### config.mk
export PLATFORM = sky130hd
export DESIGN_NAME = bpar_gen_check
export DESIGN_NICKNAME = d
export VERILOG_FILES = /design/src/rtl/bpar_pkg.sv /design/src/rtl/bpar_lane_xor.sv /design/src/rtl/bpar_lane_mask.sv /design/src/rtl/bpar_check_reg.sv /design/src/rtl/bpar_gen_check.sv
export SDC_FILE = /design/constraint.sdc
export NUM_CORES = 1
export LEC_CHECK = 0
export BUFFER_PORTS_ARGS = -buffer_cell sky130_fd_sc_hd__buf_4
export CAP_MARGIN = 20
export CORE_AREA = 3 3 69 71
export DETAILED_ROUTE_END_ITERATION = 10
export DIE_AREA = 0 0 72 74
export PLACE_DENSITY = 0.73
export SETUP_SLACK_MARGIN = 0.2
export SLEW_MARGIN = 25
export SYNTH_ARGS = -nofsm -noshare
export SYNTH_HDL_FRONTEND = slang
export SYNTH_SLANG_ARGS = --single-unit
export TNS_END_PERCENT = 1
### constraint.sdc
create_clock -name clk -period 1 [get_ports clk]
set_input_delay 0.05 -clock clk [delete_from_list [all_inputs] [get_ports clk]]
set_output_delay 0.05 -clock clk [all_outputs]
set_load 0.02 [all_outputs]
### src/rtl/bpar_pkg.sv
package bpar_pkg;
  typedef enum logic [1:0] {
    BW_FULL = 2'b00,
    BW_HALF = 2'b01,
    BW_BYTE = 2'b10
  } bus_width_e;
endpackage

### src/rtl/bpar_lane_xor.sv
module bpar_lane_xor #(
  parameter int LANES  = 4,
  parameter int LANE_W = 8
) (
  input  logic [LANES*LANE_W-1:0] data,
  output logic [LANES-1:0]        par
);
  for (genvar i = 0; i < LANES; i++) begin : g_lane
    assign par[i] = ^data[i*LANE_W +: LANE_W];
  end
endmodule

### src/rtl/bpar_lane_mask.sv
module bpar_lane_mask #(
  parameter int LANES = 4
) (
  input  logic [1:0]       width_sel,
  input  logic [LANES-1:0] be_n,
  output logic [LANES-1:0] mask
);
  import bpar_pkg::*;
  localparam int HALF_LANES = (LANES >= 2) ? LANES / 2 : 1;

  for (genvar i = 0; i < LANES; i++) begin : g_lane
    logic in_width;
    always_comb begin
      unique case (width_sel)
        BW_FULL: in_width = 1'b1;
        BW_HALF: in_width = (i < HALF_LANES);
        default: in_width = (i == 0);
      endcase
    end
    assign mask[i] = in_width & ~be_n[i];
  end
endmodule

### src/rtl/bpar_check_reg.sv
module bpar_check_reg #(
  parameter int DW = 32
) (
  input  logic          clk,
  input  logic          rst_n,
  input  logic          take,
  input  logic          mismatch,
  input  logic [DW-1:0] d,
  output logic          ok_n,
  output logic [DW-1:0] data_q
);
  logic          ok_n_nxt;
  logic [DW-1:0] data_nxt;

  always_comb begin
    ok_n_nxt = 1'b1;
    data_nxt = data_q;
    if (take) begin
      ok_n_nxt = ~mismatch;
      data_nxt = d;
    end
  end

  always_ff @(posedge clk or negedge rst_n) begin
    if (!rst_n) begin
      ok_n   <= 1'b1;
      data_q <= '0;
    end else begin
      ok_n <= ok_n_nxt;
      if (take) data_q <= data_nxt;
    end
  end
endmodule

### src/rtl/bpar_gen_check.sv
module bpar_gen_check #(
  parameter int LANES  = 4,
  parameter int LANE_W = 8
) (
  input  logic                    clk,
  input  logic                    rst_n,
  input  logic                    bus_active,
  input  logic                    cyc_first,
  input  logic                    wr,
  input  logic                    rdy_n,
  input  logic [LANES-1:0]        be_n,
  input  logic [1:0]              width_sel,
  input  logic [LANES*LANE_W-1:0] d,
  input  logic [LANES-1:0]        par_in,
  output logic [LANES-1:0]        par_out,
  output logic                    par_oe,
  output logic                    par_ok_n,
  output logic [LANES*LANE_W-1:0] rd_data
);
  localparam int DW = LANES * LANE_W;

  logic [1:0]       rst_sync;
  logic             rst_int_n;
  logic [LANES-1:0] calc_par;
  logic [LANES-1:0] lane_mask;
  logic             data_phase;
  logic             rd_take;
  logic             mismatch;

  always_ff @(posedge clk or negedge rst_n) begin
    if (!rst_n) rst_sync <= 2'b00;
    else        rst_sync <= {rst_sync[0], 1'b1};
  end
  assign rst_int_n = rst_sync[1];

  bpar_lane_xor #(.LANES(LANES), .LANE_W(LANE_W)) u_xor (
    .data (d),
    .par  (calc_par)
  );

  bpar_lane_mask #(.LANES(LANES)) u_mask (
    .width_sel (width_sel),
    .be_n      (be_n),
    .mask      (lane_mask)
  );

  assign data_phase = bus_active & ~cyc_first;
  assign rd_take    = data_phase & ~wr & ~rdy_n;
  assign mismatch   = |(lane_mask & (calc_par ^ par_in));
  assign par_out    = calc_par;
  assign par_oe     = data_phase & wr;

  bpar_check_reg #(.DW(DW)) u_reg (
    .clk      (clk),
    .rst_n    (rst_int_n),
    .take     (rd_take),
    .mismatch (mismatch),
    .d        (d),
    .ok_n     (par_ok_n),
    .data_q   (rd_data)
  );
endmodule

==> flow_summary_export.csv, run 1 <==
group,metric,value,unit
flow_run,drv_cap,0,
sta,timing_hold_violations_final,0,
synthesis,ys.warnings.count,0,
setup_path,worst-path-max-fanout,2,
global_route,antenna_found_initial,0,
synthesis,ys_seq_area_share,52.6,%
global_route,track_usage,15.9,%
floorplan,chipWidth,72,um
floorplan,core.rowCount,24,
layout,final-seq-area,877,um2
global_route,grt_max_degree,34,
setup_path,cp.arrival,0.96,ns
sta,setup_viol,1,
place,port_buffers,85,
cts,root_buffer,"clkbuf_8",
setup_path,crit_family,"XOR/XNOR gates",
setup_path,crit_top_cell,"xnor2_2",
layout,nFillCells,311,
synthesis,ys_ff_latch,35,
floorplan,core_area,4290,um2
power_and_ir_drop,power_leakage,1.45,nW
power_and_ir_drop,ir_drop,1.02,mV
power_and_ir_drop,p_per_area,1810,nW/um2
cts,cts.path.max_buffers,2,
detailed_routing,vias,1268,
detailed_routing,wire_per_inst,16.6,um
synthesis,synth_nets,161,
detailed_routing,vias_per_cell,4.75,
layout,drive_above_1_share,76.3,%
cts,clock_latency,0.28,ns
cts,cts_htree_levels,2,
sta,fin_tns_setup,-0.00527,ns
cts,cts_buffers,5,
outcome,failed_checks,"negative setup slack",
detailed_routing,first_iter_violations,31,
layout,syn_to_final_growth,82.2,%
sta,period_needed,1.01,ns
synthesis,synthCells,113,
sta,rsz0062_at_grt,"yes",
sta,finalClockSkew,0.00506,ns
global_route,overflow,0,
setup_path,end_kind,"primary output",
synthesis,synth_top_area_share,51.0,%
setup_path,crit_chain,"buf_8 -> xor2_4 -> xnor2_2 -> xnor2_2 -> buf_4 -> buf_6",
cts,cts_tree,"done",
detailed_routing,detail-route-antenna-nets,0,
synthesis,avgSynthCellArea,14.8,um2
outcome,status,"complete, but fails checks",
sta,holdWs,0.0250,ns
global_route,grt_pass1_vias,1430,
min_path,hold_class,"input port to flop",
synthesis,synth_area,1670,um2
detailed_routing,drcViolationCount,0,
floorplan,start_util,38.8,%
setup_path,cp_slowest_cell,"xnor2_2",
detailed_routing,dr.pass1.iters,4,
sta,worst_slack,-0.00527,ns
setup_path,crit_type,"input port to primary output",
floorplan,die_y,74,um
layout,multi_input_area,1090,um2
setup_path,required,0.95,ns
sta,period_share,101,%
floorplan,die_area,5330,um2
layout,diodes,0,
setup_path,start_kind,"input port",
sta,max_freq,0.995,GHz
global_route,grt_pass1_wl,6450,um
power_and_ir_drop,total_power,0.00549,W
synthesis,yosysTopAreaCell,"dfrtp_1",
setup_path,path_buf_inv,3,
floorplan,ios,86,
setup_path,max_stage_delay,0.22,ns
synthesis,synth_cell_type_count,18,
layout,final_nets,262,
detailed_routing,routed_wl,4440,um
sta,drv_slew,0,
place,place_congestion,0.870,
synthesis,ys_top_cells_by_area,"dfrtp_1 51%, mux2_2 21%, xnor2_1 12%",
cts,clk_pin_slew_worst_paths,0.07,ns
cts,cts_num_sinks,35,
place,hpwl,3220,um
[final timing paths]
check	startpoint	to	slack, ns	cells past startpoint
worst min-delay path	d[30]	u_reg.data_q[30]	0.03	2
min in group asynchronous	rst_n	rst_sync[0]	0.09	2
max in group asynchronous	rst_sync[1]	u_reg.ok_n	0.50	1
worst min register to register	rst_sync[1]	u_reg.data_q[29]	0.22	1
worst max-delay path	d[22]	par_out[2]	-0.005	6
worst max register to register	u_reg.data_q[29]	u_reg.data_q[29]	0.20	1
[Yosys cell counts]
cell	instances
dfrtp_1	34
mux2_2	31
xnor2_1	23
xor2_1	4
buf_2	3
mux2i_1	2
nand2_1	2
nand2b_1	2
nor3_1	2
xor3_1	2
and3b_1	1
conb_1	1
dfstp_2	1
mux2_1	1
nor4b_4	1
o31ai_2	1
o32ai_2	1
xnor2_2	1
[through the flow]
| stage | utilization [%] | instance area [um2] | setup WS [ns] | std cells |
|---|---|---|---|---|
| 6_report | 70.8 | 3040 | -0.00527 | 267 |
| 5_1_grt | 70.8 | 3040 | -0.0273 | 267 |
| 4_1_cts | 64.0 | 2750 | 0.00825 | 267 |
| 3_5_place_dp | 57.2 | 2450 | -0.387 | 253 |
| 3_3_place_gp | 57.2 | 2450 | -0.360 | 253 |
| 2_1_floorplan | - | 1710 | -0.150 | 113 |
[placed cells by master (no fill, tap or decap), types with 3 or more instances in the layout]
master / count
clkbuf_8: 5
xnor2_2: 20
buf_4: 52
mux2_2: 13
xnor2_4: 3
buf_6: 40
dfrtp_1: 34
mux2_4: 18
buf_8: 3
[metal layers]
| metal | share of wire (%) | vias to the layer above | wire, um | global-route usage (%) |
|---|---|---|---|---|
| met1 | 38 | 627 | 1680 | 17.0 |
| met4 | 0.23 | 0 | 10 | 6.68 |
| li1 | - | 584 | - | - |
| met2 | 55 | 55 | 2440 | 30.1 |
| met3 | 7.1 | 2 | 316 | 3.65 |
| met5 | 0 | - | 0 | 0 |
[power by group]
part | switching (W) | internal [W]
Clock | 0.000489 | 0.000489
Combinational | 0.00106 | 0.00153
Sequential | 0.000219 | 0.00171
Total | 0.00177 | 0.00373
[cells by family (layout without fill, tap and decap cells)]
family	after synthesis	count (layout)	share of synthesized area (%)
DFF	35	35	52.6
buffers and inverters	3	105	0.900
muxes	34	34	22.8
and+or+nand+nor	8	8	3.75
xor gates and xnor gates	30	30	18.0
AOI/OAI and AO/OA	2	2	1.73
other	1	1	0.225
[area by class of cell]
type	instances	area share [%]
multi-input combinational	75	36.0
timing repair buffer	97	30.3
tap	52	2.14
sequential	35	28.9
clock buffer	7	2.51
clock inverter	1	0.165
[sequential cells by signal, summed over array words and instances, names as in the netlist]
name / flops
rst_sync: 2
u_reg.data_q: 32
u_reg.ok_n: 1
[timing repair]
| item | in CTS | in global routing |
|---|---|---|
| setup endpoints to repair | 70 | 70 |
| hold buffers | 1 | 0 |
| hold endpoints to repair | 2 | 0 |
| resized for setup | 24 | 67 |
| setup buffers | 5 | 0 |
| pin swaps | 14 | 9 |
Note: power is estimated with default switching activity, not from simulation.
==> run 2: changes to the inputs <==
--- a/config.mk
+++ b/config.mk
@@ -10,7 +10,7 @@
 export CORE_AREA = 3 3 69 71
 export DETAILED_ROUTE_END_ITERATION = 10
 export DIE_AREA = 0 0 72 74
-export PLACE_DENSITY = 0.73
+export PLACE_DENSITY = 0.72
 export SETUP_SLACK_MARGIN = 0.2
 export SLEW_MARGIN = 25
 export SYNTH_ARGS = -nofsm -noshare
==> flow_summary_export.csv, run 2 (synthesis gave the netlist of run 1 again) <==
group,metric,value,unit
outcome,status,"finished, final reports clean",
layout,regMostFlops,"u_reg.data_q",
cts,cts_htree_levels,2,
sta,period_needed,0.983,ns
power_and_ir_drop,ir_drop,1.01,mV
floorplan,core.rowCount,24,
power_and_ir_drop,power_leakage,1.40,nW
global_route,overflow,0,
place,hpwl,3130,um
global_route,track_usage,16.4,%
layout,syn_to_final_growth,79.4,%
detailed_routing,first_iter_violations,62,
cts,clock_latency,0.27,ns
sta,drv_slew,0,
cts,root_buffer,"clkbuf_8",
setup_path,end_kind,"primary output",
global_route,grt_max_degree,34,
cts,cts_num_sinks,35,
global_route,antenna_found_initial,0,
place,place_congestion,0.901,
detailed_routing,wire_per_inst,15.7,um
sta,holdWs,0.00947,ns
floorplan,chipWidth,72,um
flow_run,drv_cap,0,
sta,fin_tns_setup,0,ns
setup_path,crit_type,"input port to primary output",
place,dp.cells,252,
floorplan,die_y,74,um
min_path,hold_class,"input port to flop",
detailed_routing,routed_wl,4220,um
cts,clk_pin_slew_worst_paths,0.06,ns
sta,setup_viol,0,
layout,diodes,0,
setup_path,start_kind,"input port",
layout,largest_reg_flops,32,
sta,timing_hold_violations_final,0,
layout,final_cell_mix,"51 x buf_4, 42 x buf_6, 34 x dfrtp_1",
floorplan,ios,86,
floorplan,start_util,38.8,%
setup_path,cp.arrival,0.93,ns
detailed_routing,vias,1263,
sta,rsz0062_at_grt,"yes",
floorplan,core_area,4290,um2
power_and_ir_drop,total_power,0.00549,W
layout,final_nets,263,
sta,period_share,98.3,%
sta,max_freq,1.02,GHz
global_route,grt_pass1_vias,1388,
detailed_routing,dr.pass1.iters,4,
detailed_routing,vias_per_cell,4.71,
layout,drive_above_1_share,75.0,%
detailed_routing,drcViolationCount,0,
cts,cts.path.max_buffers,2,
setup_path,required,0.95,ns
floorplan,die_area,5330,um2
sta,finalClockSkew,0.00268,ns
detailed_routing,detail-route-antenna-nets,0,
setup_path,worst-path-max-fanout,2,
cts,cts_tree,"done",
layout,largest_registers,"u_reg.data_q (32), rst_sync (2), u_reg.ok_n (1)",
place,port_buffers,85,
layout,nFillCells,315,
layout,final_common_cell,"buf_4",
cts,cts_buffers,5,
power_and_ir_drop,p_per_area,1840,nW/um2
layout,layout.cells.non_filler,268,
global_route,grt_pass1_wl,6600,um
[run 2: worst max-delay path, stage by stage]
cell     delay, ns
buf_6         0.10
xor2_2        0.18
xnor2_2       0.19
buf_4         0.15
xnor2_2       0.10
buf_4         0.16
[run 2: repair_timing]
item                                   4_1_cts  5_1_grt
hold buffers                                 1        2
setup buffers                                5        0
setup endpoints to repair                   70       70
resized for setup                           24       43
cloned                                       0        0
endpoints found under the hold margin        2        2
pin swaps                                   16        8
[run 2: path summary, 6_finish.rpt]
check	slack, ns	cells past startpoint	to	start
min in group asynchronous	0.09	2	rst_sync[0]	rst_n
hold / removal	0.009	2	u_reg.data_q[26]	d[26]
max in group asynchronous	0.53	1	u_reg.ok_n	rst_sync[1]
setup / recovery	0.02	6	par_out[1]	d[10]
hold reg to reg	0.22	1	u_reg.data_q[17]	rst_sync[1]
setup reg to reg	0.20	1	u_reg.data_q[11]	u_reg.data_q[11]
[run 2: through the flow]
| step | util (%) | area, um2 | worst slack, ns |
|---|---|---|---|
| 2_1_floorplan | - | 1710 | -0.150 |
| 3_3_place_gp | 57.3 | 2460 | -0.352 |
| 3_5_place_dp | 57.3 | 2460 | -0.379 |
| 4_1_cts | 64.7 | 2780 | 0.0201 |
| 5_1_grt | 69.7 | 2990 | -0.0266 |
| 6_report | 69.7 | 2990 | 0.0170 |
[run 2: cell type report]
class | count | area, um2 | area share [%]
repair buffers | 98 | 926 | 30.9
clock buffers | 8 | 100 | 3.35
multi-input cells | 75 | 1020 | 34.2
flip-flops and latches | 35 | 877 | 29.3
well taps | 52 | 65.1 | 2.17
[run 2: layer usage]
layer / global-route usage, % / part of all wire, %
met1: 18.7 / 37
met2: 29.7 / 55
met3: 4.86 / 7.2
met4: 5.64 / 1.1
met5: 0 / 0
[run 2: report_power, final]
| part | internal, W | leakage (nW) | switching [W] | total [W] |
|---|---|---|---|---|
| Clock | 0.000628 | 0.0515 | 0.000459 | 0.00109 |
| Sequential | 0.00171 | 0.418 | 0.000209 | 0.00192 |
| Combinational | 0.00145 | 0.930 | 0.00104 | 0.00248 |
| Total | 0.00378 | 1.40 | 0.00171 | 0.00549 |
